===== config.mk =====
export PLATFORM = sky130hd
export DESIGN_NAME = bpram
export DESIGN_NICKNAME = d
export VERILOG_FILES = /design/src/rtl/bpram.sv
export SDC_FILE = /design/constraint.sdc
export NUM_CORES = 2
export LEC_CHECK = 0
export BUFFER_PORTS_ARGS = -buffer_cell sky130_fd_sc_hd__buf_2
export CAP_MARGIN = 10
export CELL_PAD_IN_SITES_DETAIL_PLACEMENT = 1
export CELL_PAD_IN_SITES_GLOBAL_PLACEMENT = 1
export CORE_ASPECT_RATIO = 1.4
export CORE_MARGIN = 2
export CORE_UTILIZATION = 30
export DETAILED_ROUTE_END_ITERATION = 10
export GPL_ROUTABILITY_DRIVEN = 0
export PLACE_DENSITY = 0.58
export SLEW_MARGIN = 20
export SYNTH_ARGS = -nofsm -noshare
export SYNTH_HDL_FRONTEND = slang
export SYNTH_SLANG_ARGS = --single-unit

===== constraint.sdc =====
create_clock -name clk -period 1.9 [get_ports clk]
set_input_delay 0 -clock clk [delete_from_list [all_inputs] [get_ports clk]]
set_output_delay 0 -clock clk [all_outputs]
set_load 0.05 [all_outputs]

===== src/rtl/bpram.sv =====
module bpram #(
  parameter int ADDR_W  = 6,
  parameter int BYTES   = 4,
  parameter bit OUT_REG = 1'b0,
  parameter bit FLOW    = 1'b0
) (
  input  logic                 clk,
  input  logic                 rst_n,
  input  logic                 wr_en,
  input  logic [ADDR_W-1:0]    wr_addr,
  input  logic [8*BYTES-1:0]   wr_data,
  input  logic [BYTES-1:0]     wr_be,
  input  logic                 wr_par_flip,
  input  logic                 rd_en,
  input  logic [ADDR_W-1:0]    rd_addr,
  output logic [8*BYTES-1:0]   rd_data,
  output logic [BYTES-1:0]     rd_par,
  output logic [BYTES-1:0]     rd_err
);
  localparam int DEPTH = 1 << ADDR_W;
  localparam int W     = 9 * BYTES;

  logic [W-1:0] mem [DEPTH];
  logic [W-1:0] rword;

  always_ff @(posedge clk) begin
    if (wr_en) begin
      for (int b = 0; b < BYTES; b++) begin
        if (wr_be[b])
          mem[wr_addr][b*9 +: 9] <= {(^wr_data[b*8 +: 8]) ^ wr_par_flip, wr_data[b*8 +: 8]};
      end
    end
  end

  generate
    if (FLOW) begin : g_flow
      logic [ADDR_W-1:0] ra_n;
      always_ff @(negedge clk or negedge rst_n) begin
        if (!rst_n)     ra_n <= '0;
        else if (rd_en) ra_n <= rd_addr;
      end
      assign rword = mem[ra_n];
    end else begin : g_sync
      logic [W-1:0] q1;
      always_ff @(posedge clk or negedge rst_n) begin
        if (!rst_n)     q1 <= '0;
        else if (rd_en) q1 <= mem[rd_addr];
      end


      rd_hold_chk: assert property (@(posedge clk) disable iff (!rst_n)
        !rd_en |=> $stable(q1));


      rd_old_chk: assert property (@(posedge clk) disable iff (!rst_n)
        (rd_en && wr_en && wr_addr == rd_addr) |=> q1 == $past(mem[rd_addr]));

      if (OUT_REG) begin : g_oreg
        logic [W-1:0] q2;
        always_ff @(posedge clk or negedge rst_n) begin
          if (!rst_n) q2 <= '0;
          else        q2 <= q1;
        end
        assign rword = q2;
      end else begin : g_noreg
        assign rword = q1;
      end
    end
  endgenerate

  genvar b;
  generate
    for (b = 0; b < BYTES; b++) begin : g_lane
      assign rd_data[b*8 +: 8] = rword[b*9 +: 8];
      assign rd_par[b]         = rword[b*9 + 8];
      assign rd_err[b]         = ^rword[b*9 +: 9];


      lane_keep_chk: assert property (@(posedge clk) disable iff (!rst_n)
        (wr_en && !wr_be[b]) |=> mem[$past(wr_addr)][b*9 +: 9] == $past(mem[wr_addr][b*9 +: 9]));


      lane_even_chk: assert property (@(posedge clk) disable iff (!rst_n)
        (wr_en && wr_be[b] && !wr_par_flip) |=> !(^mem[$past(wr_addr)][b*9 +: 9]));


      lane_flip_chk: assert property (@(posedge clk) disable iff (!rst_n)
        (wr_en && wr_be[b] && wr_par_flip) |=> (^mem[$past(wr_addr)][b*9 +: 9]));
    end
  endgenerate
endmodule


; Word-level counts from Yosys, hierarchy flattened
; Memory sizes are Yosys's and may differ from the RTL's. A register that Yosys moved wholly into a read port is not among the register bits.
; Cells that the tools add are included.
[op_classes]
reduce_logical = 9
mux = 12
n_bitwise = 4
[ops]
columns = cell, count
row1 = $reduce_xor 9->1, 4
row2 = $reduce_xor 8->1, 4
row3 = $mux 1, 12
row4 = $xor 1x1->1, 4
row5 = $logic_not 1->1, 1
[word_totals]
mem_count = 1
wordCells = 26
register_bits = 0
inputBits = 53
ramBits = 2304
[mem_list]
columns = name, words, width, rd, rd_clocked_by_memory_dff, wr, line
row1 = mem, 64, 36, 1, 1, 1, 23  ; logic [W-1:0] mem [DEPTH];

; Depth between registers and ports, before layout
[logic_depth]
ltp_word = 3
mapped_depth = 9

; Worst setup path before layout
; Ideal clock, no wire load.
[synth_timing]
path_type = input to register
from = input port wr_data[13]
to = memory mem[0][17] (netlist name) (data pin)
t_arrival_ns = 2.296
t_required_ns = 1.333
setup_time_ns = 0.567
cell_stages = 4
slack_ns = -0.963
cell_sequence = xnor2_1 xnor2_1 xnor2_1 xnor2_1
[synth_between]
elab_chain_cells = 2
[synth_lines]
columns = item, line
row1 = from (decl), 11  ; input logic [8*BYTES-1:0] wr_data,
row2 = $reduce_xor 8->1, 30  ; mem[wr_addr][b*9 +: 9] <= {(^wr_data[b*8 +: 8]) ^ wr_par_flip, wr_data[b*8 +: 8]};
row3 = $xor 1x1->1, 30
row4 = to (decl), 23
; Every way passes these cells.

; Final worst setup path
[layout_timing]
from = register g_sync.q1[29] (read register of mem)
to = output port rd_err[3]
[layout_between]
elab_chain_cells = 1
[layout_lines]
columns = item, line
row1 = from (decl), 44  ; logic [W-1:0] q1;
row2 = $reduce_xor 9->1, 76  ; assign rd_err[b] = ^rword[b*9 +: 9];
row3 = to (decl), 18  ; output logic [BYTES-1:0] rd_err
; Every way passes these cells.

==> flow_metrics.env <==
export IMPL_status="finished with violations"
export IMPL_violations="negative setup slack"
export IMPL_worstSetupEndpointType="output pin"
export IMPL_grt_pass1_wl_um=392200
export IMPL_ys_ff_latch=2340
export IMPL_yosys_top_cells_area="edfxtp_1, mux4_2, mux2i_1, a22oi_1, nor2_1"
export IMPL_antenna_found_initial=11
export IMPL_synth_ff_type="edfxtp_1"
export IMPL_fin_util_pct=36.98
export IMPL_drt_antenna_violating_nets=0
export IMPL_instances_no_fill=9739
export IMPL_design_area_um2=111100
export IMPL_place_inst=9260
export IMPL_io_buffers=92
export IMPL_synth_top_area_cell="edfxtp_1"
export IMPL_final_hold_viol_count=0
export IMPL_combPwrFrac_pct=9.4
export IMPL_io_pins=93
export IMPL_post_drt_wl_per_cell_um=28.26
export IMPL_vias_per_cell=5.010
export IMPL_powerDensity_nw_per_um2=1012
export IMPL_drc=0
export IMPL_core_area_um2=300500
export IMPL_numClockSinks=2340
export IMPL_fin_tns_setup_ps=-1657
export IMPL_grt_max_degree=65
export IMPL_critPathKind="reg -> out"
export IMPL_crit_arrival_ps=2420
export IMPL_crit_fanout=2
export IMPL_grt_pass1_vias=52200
export IMPL_worst_pin_slew_ps=879.7
export IMPL_maxSlewHeadroom_pct=41.35
export IMPL_synth_cells=4670
export IMPL_postPlaceCellArea_um2=102800
export IMPL_cts_tree="done"
export IMPL_dr_first_iter_drc_count=3992
export IMPL_ir_drop_v=0.0007001
export IMPL_hold_path_class="in -> reg"
export IMPL_maxSlewViolCount=0
export IMPL_synth_most_common_cell="edfxtp_1"
export IMPL_finalCritPeriodShare_pct=127.4
export IMPL_first_pass_iters=6
export IMPL_maxCapViolCount=0
export IMPL_clockBufferDepth=4
export IMPL_startpoint_type="register"
export IMPL_initial_core_util_pct=30.19
export IMPL_fmax_mhz=413.2
export IMPL_grt_overflow_total=0
export IMPL_rows=238
export IMPL_cts_root_buffer="clkbuf_16"
export IMPL_critPathRequiredTime_ps=1900
export IMPL_internal_power_mw=86.39
export IMPL_route_vias_total=48795
export IMPL_swShare_pct=23.15
export IMPL_wl_um=275200
export IMPL_synth_fp_nets=4723
export IMPL_p_leak_nw=37.48
export IMPL_clkPwrFrac_pct=39.1
export IMPL_finClkSkew_ps=47.46
export IMPL_setup_ws_ps=-520.0
export IMPL_power_switching_mw=26.02
export IMPL_yosysWarnings=0
export IMPL_grt_usage_pct=17.73
export IMPL_netlist_area_um2=90700
export IMPL_syn_avg_cell_area_um2=19.42
export IMPL_die_height_um=654.6
export IMPL_area_growth_pct=22.52
export IMPL_ys_top_cells_by_count="edfxtp_1, mux2i_1, mux4_2"
export IMPL_synth_top_area_share_pct=76.28
export IMPL_nets=5645
export IMPL_synth_edf_count=2304
export IMPL_die_x_um=468.7
export IMPL_synth_async_reset_ratio_pct=1.538
export IMPL_min_period_ps=2420
export IMPL_cts_buffers=221
export IMPL_p_seq_share_pct=51.5
export IMPL_worstSkewPairLatency_ps=910
export IMPL_dpl_hpwl_um=185600
export IMPL_htreeDepth=4
export IMPL_die_area_um2=306800
export IMPL_ys_types=37
export IMPL_clk_pin_slew_worst_paths_ps=70
export IMPL_grt_setup_unrepaired="true"
export IMPL_ys_seq_area_share_pct=77.27
export IMPL_drive_above_1_share_pct=29.00
export IMPL_setup_viol=5
## path summary, 6_finish.rpt
kind | start | end | slack (ps) | depth (start not counted)
max in group asynchronous | rst_n | g_sync.q1[35] | 790 | 4
worst max register to register | g_sync.q1[25] | g_sync.q1[25] | -60 | 8
worst max-delay path | g_sync.q1[29] | rd_err[3] | -520 | 5
worst min register to register | g_sync.q1[9] | g_sync.q1[9] | 680 | 3
min in group asynchronous | rst_n | g_sync.q1[5] | 310 | 3
worst min-delay path | wr_be[2] | mem[59][21] | 40 | 5
## worst max-delay path: stages, from the launching register on
cell     delay (ps)
dfrtp_1         430
buf_4           190
xnor2_2         180
xnor2_4         360
xnor2_2         180
buf_12          160
## routing by layer
layer  GRT usage [%]  up-vias  routed length (um)
met5               0        -                  44
met4           6.963        8               11400
met3           2.079      433               11900
met2           30.91     1218              140300
met1           22.35    26274              111600
li1                -    20862                   -
## flip-flops by register name, indices dropped and copies added (netlist names)
signal,cells
g_sync.q1,36
mem,2304
## power by group through the flow
stage / clock network, mW / logic, mW / registers [mW]
after floorplan: 0 / 4.23 / 59.4
after global routing: 46.5 / 11.1 / 57.9
after global placement: 0 / 9.84 / 59.0
final: 43.9 / 10.5 / 57.9
after detailed placement: 0 / 10.0 / 59.0
after CTS: 44.9 / 10.5 / 57.9
## per-stage QoR
stage	worst slack (ps)	power [mW]	hold slack [ps]
2_1_floorplan	132.1	63.62	-295.6
6_report	-520.0	112.4	40.46
3_3_place_gp	-500.0	68.84	-94.30
5_1_grt	-585.9	115.5	69.29
3_5_place_dp	-523.6	69.02	-88.05
4_1_cts	-623.4	113.3	7.700
## repair_timing
item / CTS / global route
endpoints found under the hold margin: 2498 / 0
hold buffers: 45 / 0
buffers inserted: 12 / 15
pin swaps: 21 / 40
endpoints found under the setup margin: 24 / 78
gates cloned: 0 / 1
resized for setup: 81 / 72
## cells by family (layout without fill, tap and decap cells)
family | count (synthesis) | in the layout | share of synthesized area, %
flip-flops | 2340 | 2340 | 77.27
multiplexers | 828 | 828 | 13.61
AND/OR/NAND/NOR | 618 | 618 | 2.988
AO/OA/AOI/OAI | 539 | 539 | 4.064
buffers and inverters | 281 | 1384 | 1.450
XOR/XNOR | 64 | 64 | 0.6180
other | 0 | 6 | 0
## cells in the final DEF, fill, tap and decap left out, drive strengths merged, types with 7 or more instances in the layout
| master | instances |
|---|---|
| clkinvlp | 7 |
| xor2 | 8 |
| mux2i | 504 |
| nor3 | 38 |
| xnor2 | 56 |
| dfrtp | 36 |
| a221o | 36 |
| dlygate4sd3 | 45 |
| a22oi | 215 |
| bufinv | 19 |
| nor2 | 298 |
| a221oi | 36 |
| a21oi | 36 |
| clkbuf | 264 |
| clkinv | 110 |
| o21ai | 108 |
| nand4 | 37 |
| nand3 | 36 |
| o22ai | 108 |
| mux4 | 324 |
| buf | 934 |
| edfxtp | 2304 |
| nand2b | 39 |
| nand2 | 146 |
## final cells by class
cell class,instances,area [um2]
clock buffer,263,5867
antenna,6,15.01
tap,3960,4955
clock inverter,141,1187
fill,29514,189300
multi-input combinational,2049,19970
sequential,2340,70100
timing repair buffer,980,9034
Power figures use the tool's default switching activity.
